## src/rtl/step_nmi_pkg.sv

```systemverilog
package step_nmi_pkg;
  // Edge pulses extracted from the synchronized fetch strobe
  typedef struct packed {
    logic rise;  // fetch completed (m1_n low -> high)
    logic fall;  // fetch started   (m1_n high -> low)
  } m1_edge_t;

  localparam int unsigned SYNC_DEPTH = 2;
endpackage

```

## src/rtl/m1_edge_sync.sv

```systemverilog
module m1_edge_sync
  import step_nmi_pkg::*;
(
  input  logic     clk,
  input  logic     rst,
  input  logic     m1_n,
  output m1_edge_t edges
);
  logic [SYNC_DEPTH-1:0] sync_q;
  logic                  prev_q;

  always_ff @(posedge clk) begin
    if (rst) begin
      sync_q <= '1;
      prev_q <= 1'b1;
    end else begin
      sync_q <= {sync_q[SYNC_DEPTH-2:0], m1_n};
      prev_q <= sync_q[SYNC_DEPTH-1];
    end
  end

  always_comb begin
    edges.rise = sync_q[SYNC_DEPTH-1] & ~prev_q;
    edges.fall = ~sync_q[SYNC_DEPTH-1] & prev_q;
  end
endmodule

```

## src/rtl/port_arm_latch.sv

```systemverilog
module port_arm_latch #(
  parameter int unsigned DATA_W  = 8,
  parameter int unsigned ARM_BIT = 3
) (
  input  logic              clk,
  input  logic              rst,
  input  logic              wr,
  input  logic [DATA_W-1:0] din,
  input  logic              fire,
  output logic [DATA_W-1:0] q,
  output logic              arm
);
  logic arm_edge;

  // Only a low-to-high change of the latched arm bit counts as a request
  assign arm_edge = wr & din[ARM_BIT] & ~q[ARM_BIT];

  always_ff @(posedge clk) begin
    if (rst) begin
      q   <= '0;
      arm <= 1'b0;
    end else begin
      if (wr) q <= din;
      if (arm_edge)  arm <= 1'b1;
      else if (fire) arm <= 1'b0;
    end
  end
endmodule

```

## src/rtl/fetch_counter.sv

```systemverilog
module fetch_counter #(
  parameter int unsigned STAGES = 2
) (
  input  logic              clk,
  input  logic              rst,
  input  logic              arm,
  input  logic              rise,
  output logic [STAGES-1:0] stage_q,
  output logic              fire
);
  logic [STAGES:0] carry;

  assign carry[0] = rise & arm;

  // A stage flips when every stage below it flips from 0 to 1
  for (genvar i = 0; i < STAGES; i++) begin : g_stage
    assign carry[i+1] = carry[i] & ~stage_q[i];

    always_ff @(posedge clk) begin
      if (rst || !arm) stage_q[i] <= 1'b1;
      else if (carry[i]) stage_q[i] <= ~stage_q[i];
    end
  end

  // Top stage returning to 1 marks the final fetch of the window
  assign fire = carry[STAGES];
endmodule

```

## src/rtl/nmi_hold.sv

```systemverilog
module nmi_hold (
  input  logic clk,
  input  logic rst,
  input  logic fire,
  input  logic fall,
  input  logic arm,
  output logic nmi_n
);
  always_ff @(posedge clk) begin
    if (rst)               nmi_n <= 1'b1;
    else if (fire)         nmi_n <= 1'b0;
    else if (fall && !arm) nmi_n <= 1'b1;
  end
endmodule

```

## src/rtl/step_nmi_gen.sv

```systemverilog
module step_nmi_gen
  import step_nmi_pkg::*;
#(
  parameter int unsigned DATA_W  = 8,
  parameter int unsigned ARM_BIT = 3,
  parameter int unsigned STAGES  = 2
) (
  input  logic              clk,
  input  logic              rst,
  input  logic              m1_n,
  input  logic              port_wr,
  input  logic [DATA_W-1:0] port_din,
  output logic              nmi_n,
  output logic [DATA_W-1:0] port_q
);
  m1_edge_t          edges;
  logic              arm_q;
  logic              fire;
  logic [STAGES-1:0] stage_q;

  m1_edge_sync u_sync (
    .clk   (clk),
    .rst   (rst),
    .m1_n  (m1_n),
    .edges (edges)
  );

  port_arm_latch #(.DATA_W(DATA_W), .ARM_BIT(ARM_BIT)) u_port (
    .clk  (clk),
    .rst  (rst),
    .wr   (port_wr),
    .din  (port_din),
    .fire (fire),
    .q    (port_q),
    .arm  (arm_q)
  );

  fetch_counter #(.STAGES(STAGES)) u_cnt (
    .clk     (clk),
    .rst     (rst),
    .arm     (arm_q),
    .rise    (edges.rise),
    .stage_q (stage_q),
    .fire    (fire)
  );

  nmi_hold u_nmi (
    .clk   (clk),
    .rst   (rst),
    .fire  (fire),
    .fall  (edges.fall),
    .arm   (arm_q),
    .nmi_n (nmi_n)
  );
endmodule

```

## config.mk

```make
export PLATFORM = sky130hd
export DESIGN_NAME = step_nmi_gen
export DESIGN_NICKNAME = d
export VERILOG_FILES = /design/src/rtl/step_nmi_pkg.sv /design/src/rtl/m1_edge_sync.sv /design/src/rtl/port_arm_latch.sv /design/src/rtl/fetch_counter.sv /design/src/rtl/nmi_hold.sv /design/src/rtl/step_nmi_gen.sv
export SDC_FILE = /design/constraint.sdc
export NUM_CORES = 1
export LEC_CHECK = 0
export BUFFER_PORTS_ARGS = -buffer_cell sky130_fd_sc_hd__buf_4
export CORE_AREA = 2 2 39 41
export DETAILED_ROUTE_END_ITERATION = 10
export DIE_AREA = 0 0 41 43
export PLACE_DENSITY = 0.67
export SKIP_CTS_REPAIR_TIMING = 1
export SLEW_MARGIN = 0
export SYNTH_ARGS = -nofsm -noshare
export SYNTH_HDL_FRONTEND = slang
export SYNTH_SLANG_ARGS = --single-unit
```

## constraint.sdc

```tcl
create_clock -name clk -period 2.1 [get_ports clk]
set_input_delay 0.42 -clock clk [delete_from_list [all_inputs] [get_ports clk]]
set_output_delay 0.42 -clock clk [all_outputs]
set_load 0.02 [all_outputs]
```

# Word level (Yosys, flattened, before mapping)

Cells that the tools add are included.

Muxes and demuxes: 4
Bitwise gates (word level): 12
Reductions and logical operators: 5

Operators with widths:

| operator           | count |
|---|---|
| bitwise AND 1 bit  | 7 |
| inverter 1 bit     | 5 |
| 2-to-1 mux 1 bit   | 4 |
| nonzero test 2 bit | 2 |
| logical AND 1 bit  | 1 |
| zero test 1 bit    | 1 |
| logical OR 1 bit   | 1 |

Input bits: 12
Output and inout port bits: 9
Register bits: 15

# Logic depth before layout (Yosys ltp)

Gate-level depths: netlist of run 1.

Depth after elaboration: 7
Depth in mapped cells: 3
Depth with buffers taken out: 3

# By module

Synthesis of run 1 repeated with hierarchy kept, for this count alone.

Cells, all modules: 51
Area, all modules: 551.8 um^2

By module, submodules not included:

| module         | instances | area an instance (um^2) | cells each |
|---|---|---|---|
| port_arm_latch | 1         | 324.1                   | 30 |
| fetch_counter  | 1         | 95.1                    | 9 |
| m1_edge_sync   | 1         | 92.6                    | 8 |
| nmi_hold       | 1         | 40.0                    | 4 |

# Worst setup path before layout of run 1

OpenSTA, ideal clock, no wires.

Kind: reg2reg
From: register u_cnt.stage_q[0]
To: register u_port.arm
Setup slack: 0.946 ns
Data required time: 1.973 ns
Path buffers: 0
Data arrival time: 1.027 ns
Library setup time: 0.127 ns
Stages on the path, launching flop included: 4
Path through: dfxtp_1 -> or4b_4 -> a32oi_1 -> nor2_1

Longest elaborated chain between the ends: 4

RTL lines:

| what                             | RTL line             | text |
|---|---|---|
| start: declaration               | fetch_counter.sv:8   | `output logic [STAGES-1:0] stage_q,` |
| start signal: indexed assignment | fetch_counter.sv:21  | `else if (carry[i]) stage_q[i] <= ~stage_q[i];` |
| inverter 1 bit                   | fetch_counter.sv:17  | `assign carry[i+1] = carry[i] & ~stage_q[i];` |
| bitwise AND 1 bit (2 in a row)   | fetch_counter.sv:17  |  |
| nonzero test 2 bit (no line)     | n/a                  |  |
| end signal: assignment           | port_arm_latch.sv:21 | `arm <= 1'b0;` |
| end signal: assignment           | port_arm_latch.sv:24 | `if (arm_edge) arm <= 1'b1;` |
| end signal: assignment           | port_arm_latch.sv:25 | `else if (fire) arm <= 1'b0;` |
| end: declaration                 | port_arm_latch.sv:11 | `output logic arm` |

Every way passes these cells.
A chain may end at the register's enable or synchronous reset.

# Worst setup path after layout of run 1

From: register u_nmi.nmi_n
To: output nmi_n

RTL lines:

| what                     | RTL line           | text |
|---|---|---|
| start: declaration       | nmi_hold.sv:7      | `output logic nmi_n` |
| start signal: assignment | nmi_hold.sv:10     | `if (rst) nmi_n <= 1'b1;` |
| start signal: assignment | nmi_hold.sv:11     | `else if (fire) nmi_n <= 1'b0;` |
| start signal: assignment | nmi_hold.sv:12     | `else if (fall && !arm) nmi_n <= 1'b1;` |
| end: declaration         | step_nmi_gen.sv:13 | `output logic nmi_n,` |

No word-level cell between the ends.

==> impl_metrics.py, run 1 <==
metrics = {
    "finish": {
        "antenna_cells": 0,
        "final_cells": 87,
        "final_cell_mix": "buf_4, dfxtp_1, nor2_1, mux2i_1",
        "areaGrowthSynthToFinish_pct": 35.6,
        "nFillCells": 129,
        "final_common_cell": "buf_4",
        "ff_latch_area_um2": 300,
        "drive_gt1_frac": 0.394,
        "multiInputGateArea_um2": 210,
        "final_nets": 84,
        "post-route-util": 0.516,
    },
    "timing": {
        "hold_viol": 0,
        "slew_viol_final": 0,
        "min_period_ps": 1220,
        "max-slew-margin-rel": 0.884,
        "grt_setup_unrepaired": "false",
        "max_freq_mhz": 823,
        "worst_slew_pin_slew_ps": 173,
        "setup_tns_ps": 0,
        "timing.hold.ws_ps": 327,
        "fin_ws_ps": 885,
        "finalCritPeriodShare": 0.579,
        "skew_ps": 0.446,
        "finalSetupViolations": 0,
    },
    "hold_path": {
        "hp-class": "in2reg",
        "whs_path_depth": 2,
    },
    "clocking": {
        "clk_pin_slew_ps": 80,
        "clk_path_buf_depth": 2,
        "htreeDepth": 1,
        "cts_buffers": 3,
        "clock-sinks": 15,
        "cts_tree": "yes",
        "insertion_delay_ps": 270,
        "root_buffer": "clkbuf_4",
    },
    "drt": {
        "ant_nets": 0,
        "vias": 407,
        "via_per_inst": 4.68,
        "drt_iter0_drc": 2,
        "wl_per_cell_um": 10.5,
        "routed_wl_um": 917,
        "dr.pass1.iters": 2,
        "drc": 0,
    },
    "critical_path": {
        "cpMaxStageDelayCell": "dfxtp_1",
        "crit_end": "nmi_n",
        "r2r_slack_ps": 910,
        "cpPeakStageDelay_ps": 370,
        "reg2regPathDepth": 3,
        "crit_arrival_ps": 800,
        "crit_chain": "buf_4",
        "worst_setup_path_end_kind": "output pin",
        "r2r_start": "u_cnt.stage_q[0]$_SDFFE_PP1N_",
        "crit_start": "u_nmi.nmi_n$_SDFFE_PP1P_",
        "path_delay_family": "flip-flops",
        "critical_path_depth": 1,
        "critPathRequiredTime_ps": 1680,
        "r2r_end": "u_nmi.nmi_n$_SDFFE_PP1P_",
        "crit_fanout": 3,
        "cp-start-kind": "flip-flop",
        "crit_type": "reg2out",
        "critPathBufInv": 1,
    },
    "global_route": {
        "grt_pass1_vias": 329,
        "grt_max_degree": 16,
        "overflow": 0,
        "grt_pass1_wl_um": 1410,
        "antenna_found_initial": 0,
        "track_usage": 0.122,
    },
    "power_and_ir_drop": {
        "power-per-cell-area_nw_per_um2": 737,
        "ir_drop_mv": 0.439,
        "p_leak_nw": 0.346,
    },
    "yosys": {
        "synthCells": 49,
        "synth_seq_cells": 15,
        "syn-cell-area_um2": 527,
        "seq_area_frac_synth": 0.570,
        "syn_nets": 61,
        "synth-warning-count": 0,
        "synth.distinct_cells": 16,
        "avgSynthCellArea_um2": 10.8,
    },
    "job": {
        "drv_cap": 0,
    },
    "floorplanning": {
        "die-area_um2": 1760,
        "die_w_um": 41,
        "initial_core_util": 0.381,
        "die_h_um": 43,
        "core_area_um2": 1380,
        "rows": 14,
        "ios": 21,
    },
    "place": {
        "dp_slack_ps": 919,
        "place_congestion": 0.658,
        "io_buffers": 20,
        "placedCellCount": 83,
    },
    "status": {
        "status": "finished, final reports clean",
    },
}
==> final cells by class <==
type / instances / area share
timing repair buffer: 20 / 0.210
clock buffer: 4 / 0.0368
sequential: 15 / 0.420
inverter: 2 / 0.0105
tap: 16 / 0.0280
multi-input combinational: 30 / 0.294
==> flip-flops by register name, summed over array words and instances (netlist names) <==
signal	flops
u_cnt.stage_q	2
u_nmi.nmi_n	1
u_port.arm	1
u_port.q	8
u_sync.prev_q	1
u_sync.sync_q	2
==> cells by family after synthesis <==
kind of cell	count (synthesis)	share of synthesized area
buf+inv	4	0.0309
simple gates	17	0.183
compound gates	5	0.0641
mux	8	0.152
flops	15	0.570
==> power breakdown <==
part	switching (mW)	internal, mW	leakage, nW
Sequential	0.00726	0.297	0.123
Clock	0.0810	0.0735	0.0150
Combinational	0.0307	0.0369	0.207
Total	0.119	0.407	0.346
==> routing by layer <==
layer | up-vias | global-route usage | wire length (um)
li1 | 210 | - | -
met3 | 2 | 0.0314 | 45
met2 | 8 | 0.150 | 446
met4 | 0 | 0.100 | 10
met5 | - | 0 | 0
met1 | 187 | 0.171 | 414
==> Yosys cell counts <==
| cell type | instances | area, um^2 |
|---|---|---|
| buf_2 | 1 | 5.00 |
| or2_2 | 3 | 18.8 |
| o21bai_1 | 1 | 7.51 |
| dfxtp_1 | 15 | 300 |
| a21boi_1 | 1 | 7.51 |
| o21ai_0 | 1 | 5.00 |
| a21oi_1 | 1 | 5.00 |
| or4b_4 | 1 | 13.8 |
| mux2i_1 | 8 | 80.1 |
| nand4b_1 | 2 | 17.5 |
| nor2_1 | 9 | 33.8 |
| or3b_2 | 1 | 8.76 |
| a32oi_1 | 1 | 8.76 |
| clkbuf_1 | 1 | 3.75 |
| inv_1 | 2 | 7.51 |
| nand2_1 | 1 | 3.75 |
==> worst min-delay path by stage <==
stage / start / end
floorplan: u_sync.sync_q[0]$_SDFF_PP1_ / u_sync.sync_q[1]$_SDFF_PP1_
global placement: u_sync.sync_q[0]$_SDFF_PP1_ / u_sync.sync_q[1]$_SDFF_PP1_
detailed placement: u_sync.sync_q[0]$_SDFF_PP1_ / u_sync.sync_q[1]$_SDFF_PP1_
CTS: m1_n / u_sync.sync_q[0]$_SDFF_PP1_
global route: m1_n / u_sync.sync_q[0]$_SDFF_PP1_
finish: m1_n / u_sync.sync_q[0]$_SDFF_PP1_
==> per-stage QoR <==
stage / total power [mW] / cell area, um^2
final: 0.526 / 714
after global routing: 0.556 / 714
after CTS: 0.538 / 714
after detailed placement: 0.380 / 688
after global placement: 0.378 / 688
after floorplan: 0.346 / 527
(Power assumes the default switching activity.)
==> run 2, diff against run 1 <==
Clock period 2.1 ns to 1.2 ns, I/O delays scaled along.
==> impl_metrics.py, run 2 (synthesized netlist as in run 1, its figures left out) <==
metrics = {
    "status": {
        "status": "finished, final reports clean",
    },
    "critical_path": {
        "r2r_start": "u_cnt.stage_q[1]$_SDFFE_PP1N_",
        "crit_type": "reg2reg",
        "worst_setup_path_end_kind": "flip-flop",
        "reg2regPathDepth": 3,
        "critPathRequiredTime_ps": 1370,
        "cp-start-kind": "flip-flop",
        "r2r_end": "u_port.arm$_SDFFE_PP0P_",
        "crit_fanout": 3,
        "crit_arrival_ps": 1330,
        "r2r_slack_ps": 40,
    },
    "drt": {
        "via_per_inst": 4.74,
        "routed_wl_um": 918,
        "wl_per_cell_um": 10.6,
        "top_layer": "met4",
        "drc": 0,
        "met3_length_um": 45,
        "met2RoutedLength_um": 455,
        "drt-met1-wl_um": 405,
        "ant_nets": 0,
        "drt_iter0_drc": 2,
        "dr.pass1.iters": 2,
        "vias": 412,
    },
    "power_and_ir_drop": {
        "power-per-cell-area_nw_per_um2": 1280,
        "finalPower_mw": 0.925,
        "p_leak_nw": 0.345,
        "ir_drop_mv": 0.770,
    },
    "global_route": {
        "antenna_found_initial": 0,
        "grt_max_degree": 16,
        "overflow": 0,
        "grt_pass1_wl_um": 1410,
        "track_usage": 0.122,
        "grt_pass1_vias": 329,
    },
    "hold_path": {
        "hold_end": "u_sync.sync_q[0]$_SDFF_PP1_",
        "min_from": "m1_n",
        "whs_path_depth": 2,
        "hp-class": "in2reg",
    },
    "timing": {
        "finalCritPeriodShare": 0.971,
        "finalSetupViolations": 0,
        "skew_ps": 0.446,
        "worst_slew_pin_slew_ps": 173,
        "max-slew-margin-rel": 0.883,
        "min_period_ps": 1160,
        "hold_viol": 0,
        "grt_setup_unrepaired": "true",
        "slew_viol_final": 0,
        "max_freq_mhz": 858,
    },
    "finish": {
        "final_nets": 84,
        "final_common_cell": "buf_4",
        "largest_register": "u_port.q",
        "drive_gt1_frac": 0.437,
        "largest_reg_flops": 8,
        "final_cell_mix": "buf_4, dfxtp_1, nor2_1, mux2i_1",
        "post-route-util": 0.524,
        "areaGrowthSynthToFinish_pct": 37.5,
        "fin_area_um2": 724,
        "top_regs": "u_port.q (8), u_cnt.stage_q (2), u_sync.sync_q (2)",
        "antenna_cells": 0,
    },
    "clocking": {
        "htreeDepth": 1,
        "cts_tree": "yes",
        "insertion_delay_ps": 270,
        "clk_path_buf_depth": 2,
        "cts_buffers": 3,
        "root_buffer": "clkbuf_4",
        "clock-sinks": 15,
        "clk_pin_slew_ps": 80,
    },
    "floorplanning": {
        "die_h_um": 43,
        "initial_core_util": 0.381,
        "die-area_um2": 1760,
        "rows": 14,
        "ios": 21,
        "die_w_um": 41,
        "core_area_um2": 1380,
    },
    "place": {
        "io_buffers": 20,
        "placed_area_um2": 688,
        "place_congestion": 0.658,
    },
    "job": {
        "drv_cap": 0,
    },
}
## run 2: cell counts in the layout (fill, tap and decap cells not counted)
No cell type changed its count.
## run 2: worst max-delay path, cell delays in order, from the launching register on
cell     delay [ps]
dfxtp_1         320
or4b_4          540
a32oi_2         160
nor2_1           50
## run 2: power by group
part           total, mW  leakage [nW]  internal, mW  switching, mW
clock              0.270        0.0150         0.129          0.142
sequential         0.533         0.123         0.520         0.0131
combinational      0.121         0.208        0.0662         0.0546
total              0.925         0.345         0.715          0.210
## run 2: layer usage
layer | vias up | GRT usage
met5 | - | 0
met4 | 0 | 0.100
met3 | 2 | 0.0314
met2 | 8 | 0.150
met1 | 193 | 0.171
li1 | 209 | -
## run 2: final cells by class
| type | instances | area [um^2] |
|---|---|---|
| repair buffers | 20 | 150 |
| fillers | 129 | 659 |
| inverters | 2 | 7.51 |
| multi-input cells | 30 | 218 |
| well taps | 16 | 20.0 |
| flip-flops and latches | 15 | 303 |
| clock buffers | 4 | 26.3 |
## run 2: per-stage QoR
step	std cells	setup TNS [ps]	worst slack (ps)	hold slack [ps]
finish	87	0	35.2	147
CTS	87	0	9.89	136
global route	87	-20.2	-20.2	142
detailed placement	83	0	18.8	401
floorplan	49	0	45.9	344
global placement	83	0	32.5	394
## run 2: worst max path at each step
stage / end / slack (ps) / depth (start not counted) / startpoint
3_5_place_dp: u_nmi.nmi_n$_SDFFE_PP1P_ / 20 / 3 / u_cnt.stage_q[0]$_SDFFE_PP1N_
5_1_grt: u_port.arm$_SDFFE_PP0P_ / -20 / 3 / u_cnt.stage_q[1]$_SDFFE_PP1N_
6_report: u_port.arm$_SDFFE_PP0P_ / 40 / 3 / u_cnt.stage_q[1]$_SDFFE_PP1N_
2_1_floorplan: u_port.arm$_SDFFE_PP0P_ / 50 / 3 / u_cnt.stage_q[0]$_SDFFE_PP1N_
3_3_place_gp: u_nmi.nmi_n$_SDFFE_PP1P_ / 30 / 3 / u_cnt.stage_q[0]$_SDFFE_PP1N_
4_1_cts: u_nmi.nmi_n$_SDFFE_PP1P_ / 10 / 3 / u_cnt.stage_q[0]$_SDFFE_PP1N_
==> run 3, diff against run 2 <==
Settings changed: SETUP_SLACK_MARGIN set to 0.05.
==> impl_metrics.py, run 3 (synthesized netlist as in run 1, its figures left out) <==
metrics = {
    "drt": {
        "routed_wl_um": 937,
        "dr.pass1.iters": 4,
        "via_per_inst": 4.79,
        "vias": 417,
        "drc": 0,
        "wl_per_cell_um": 10.8,
        "ant_nets": 0,
        "drt_iter0_drc": 3,
    },
    "global_route": {
        "antenna_found_initial": 0,
        "met2_usage": 0.200,
        "grt_pass1_wl_um": 1620,
        "track_usage": 0.138,
        "grtUsageMet3": 0.0471,
        "met1_usage": 0.168,
        "busiest_layer": "met2",
        "grt_max_degree": 16,
        "overflow": 0,
        "grt_pass1_vias": 385,
    },
    "critical_path": {
        "worst_setup_path_end_kind": "flip-flop",
        "cpMaxStageDelayCell": "or4b_4",
        "critical_path_depth": 3,
        "crit_type": "reg2reg",
        "critPathBufInv": 0,
        "path_delay_family": "simple AND/OR/NAND/NOR gates",
        "critPathRequiredTime_ps": 1370,
        "crit_end": "u_nmi.nmi_n$_SDFFE_PP1P_",
        "r2r_start": "u_cnt.stage_q[0]$_SDFFE_PP1N_",
        "crit_start": "u_cnt.stage_q[0]$_SDFFE_PP1N_",
        "crit_fanout": 3,
        "cpPeakStageDelay_ps": 550,
        "r2r_slack_ps": -10,
        "r2r_end": "u_nmi.nmi_n$_SDFFE_PP1P_",
        "reg2regPathDepth": 3,
        "crit_arrival_ps": 1380,
        "cp-start-kind": "flip-flop",
        "crit_chain": "or4b_4 -> a21boi_1 -> o21bai_1",
    },
    "finish": {
        "largest_register": "u_port.q",
        "antenna_cells": 0,
        "top_regs": "u_port.q (8), u_cnt.stage_q (2), u_sync.sync_q (2)",
        "areaGrowthSynthToFinish_pct": 37.5,
        "final_nets": 84,
        "fin_area_um2": 724,
        "multiInputGateArea_um2": 218,
        "drive_gt1_frac": 0.437,
        "final_cell_mix": "buf_4, dfxtp_1, nor2_1, mux2i_1",
        "largest_reg_flops": 8,
        "nFillCells": 143,
        "final_common_cell": "buf_4",
        "post-route-util": 0.524,
        "ff_latch_area_um2": 302,
    },
    "timing": {
        "timing.hold.ws_ps": 144,
        "finalSetupViolations": 1,
        "max_freq_mhz": 826,
        "fin_ws_ps": -10.8,
        "finalCritPeriodShare": 1.01,
        "slew_viol_final": 0,
        "skew_ps": 3.54,
        "grt_setup_unrepaired": "true",
        "max-slew-margin-rel": 0.884,
        "worst_slew_pin_slew_ps": 172,
        "min_period_ps": 1210,
        "hold_viol": 0,
    },
    "clocking": {
        "root_buffer": "clkbuf_4",
        "clock-sinks": 15,
        "clk_pin_slew_ps": 80,
        "cts_buffers": 3,
        "insertion_delay_ps": 270,
        "clk_path_buf_depth": 2,
        "cts_tree": "yes",
        "htreeDepth": 1,
    },
    "floorplanning": {
        "core_area_um2": 1380,
        "initial_core_util": 0.381,
        "die-area_um2": 1760,
        "die_h_um": 43,
        "ios": 21,
        "rows": 14,
        "die_w_um": 41,
    },
    "place": {
        "hpwl_um": 699,
        "place_congestion": 0.655,
        "placed_area_um2": 688,
        "io_buffers": 20,
    },
    "job": {
        "drv_cap": 0,
    },
    "power_and_ir_drop": {
        "p_leak_nw": 0.349,
        "ir_drop_mv": 0.702,
        "power-per-cell-area_nw_per_um2": 1290,
    },
    "status": {
        "status": "complete, but fails checks",
        "violations": "setup timing",
    },
    "hold_path": {
        "hp-class": "in2reg",
    },
}
run 3: cell count changes in the layout (fill, tap and decap cells not counted):
cell,change
clkbuf_1,-1
clkinv_2,+1
dfxtp_1,+1
dfxtp_2,-1
run 3: how the worst min path moves through the flow:
stage | cells past startpoint | startpoint | end | slack [ps]
6_report | 2 | m1_n | u_sync.sync_q[0]$_SDFF_PP1_ | 140
3_3_place_gp | 1 | u_sync.sync_q[0]$_SDFF_PP1_ | u_sync.sync_q[1]$_SDFF_PP1_ | 390
3_5_place_dp | 1 | u_sync.sync_q[0]$_SDFF_PP1_ | u_sync.sync_q[1]$_SDFF_PP1_ | 390
4_1_cts | 2 | m1_n | u_sync.sync_q[0]$_SDFF_PP1_ | 130
5_1_grt | 2 | m1_n | u_sync.sync_q[0]$_SDFF_PP1_ | 140
2_1_floorplan | 1 | rst | u_sync.prev_q$_SDFF_PP1_ | 340
run 3: where the power goes:
| part | leakage [nW] | switching (mW) | total, mW | internal [mW] |
|---|---|---|---|---|
| Clock | 0.0177 | 0.154 | 0.278 | 0.123 |
| Combinational | 0.208 | 0.0549 | 0.121 | 0.0662 |
| Sequential | 0.123 | 0.0132 | 0.533 | 0.520 |
run 3: final cells by class:
| class | instances | share of cell area |
|---|---|---|
| clock inverters | 1 | 0.00691 |
| flip-flops and latches | 15 | 0.416 |
| repair buffers | 20 | 0.207 |
| well taps | 16 | 0.0276 |
| clock buffers | 3 | 0.0311 |
| multi-input cells | 30 | 0.301 |
| inverters | 2 | 0.0104 |
run 3: stage by stage:
step | setup TNS, ps | setup slack [ps] | instances | total power, mW
2_1_floorplan | 0 | 52.8 | 49 | 0.605
6_report | -10.8 | -10.8 | 87 | 0.932
5_1_grt | -102 | -51.8 | 87 | 0.985
4_1_cts | -12.1 | -12.1 | 87 | 0.947
3_3_place_gp | 0 | 31.0 | 83 | 0.662
3_5_place_dp | 0 | 2.40 | 83 | 0.665
run 3: worst register-to-register path: stages, from the launching register on:
cell      delay (ps)
dfxtp_2          330
or4b_4           550
a21boi_1         160
o21bai_1          70
run 3: layer usage:
layer  up-vias  routed length (um)
met2         8                 475
met5         -                   0
met1       195                 415
li1        212                   -
met3         2                  34
met4         0                  12
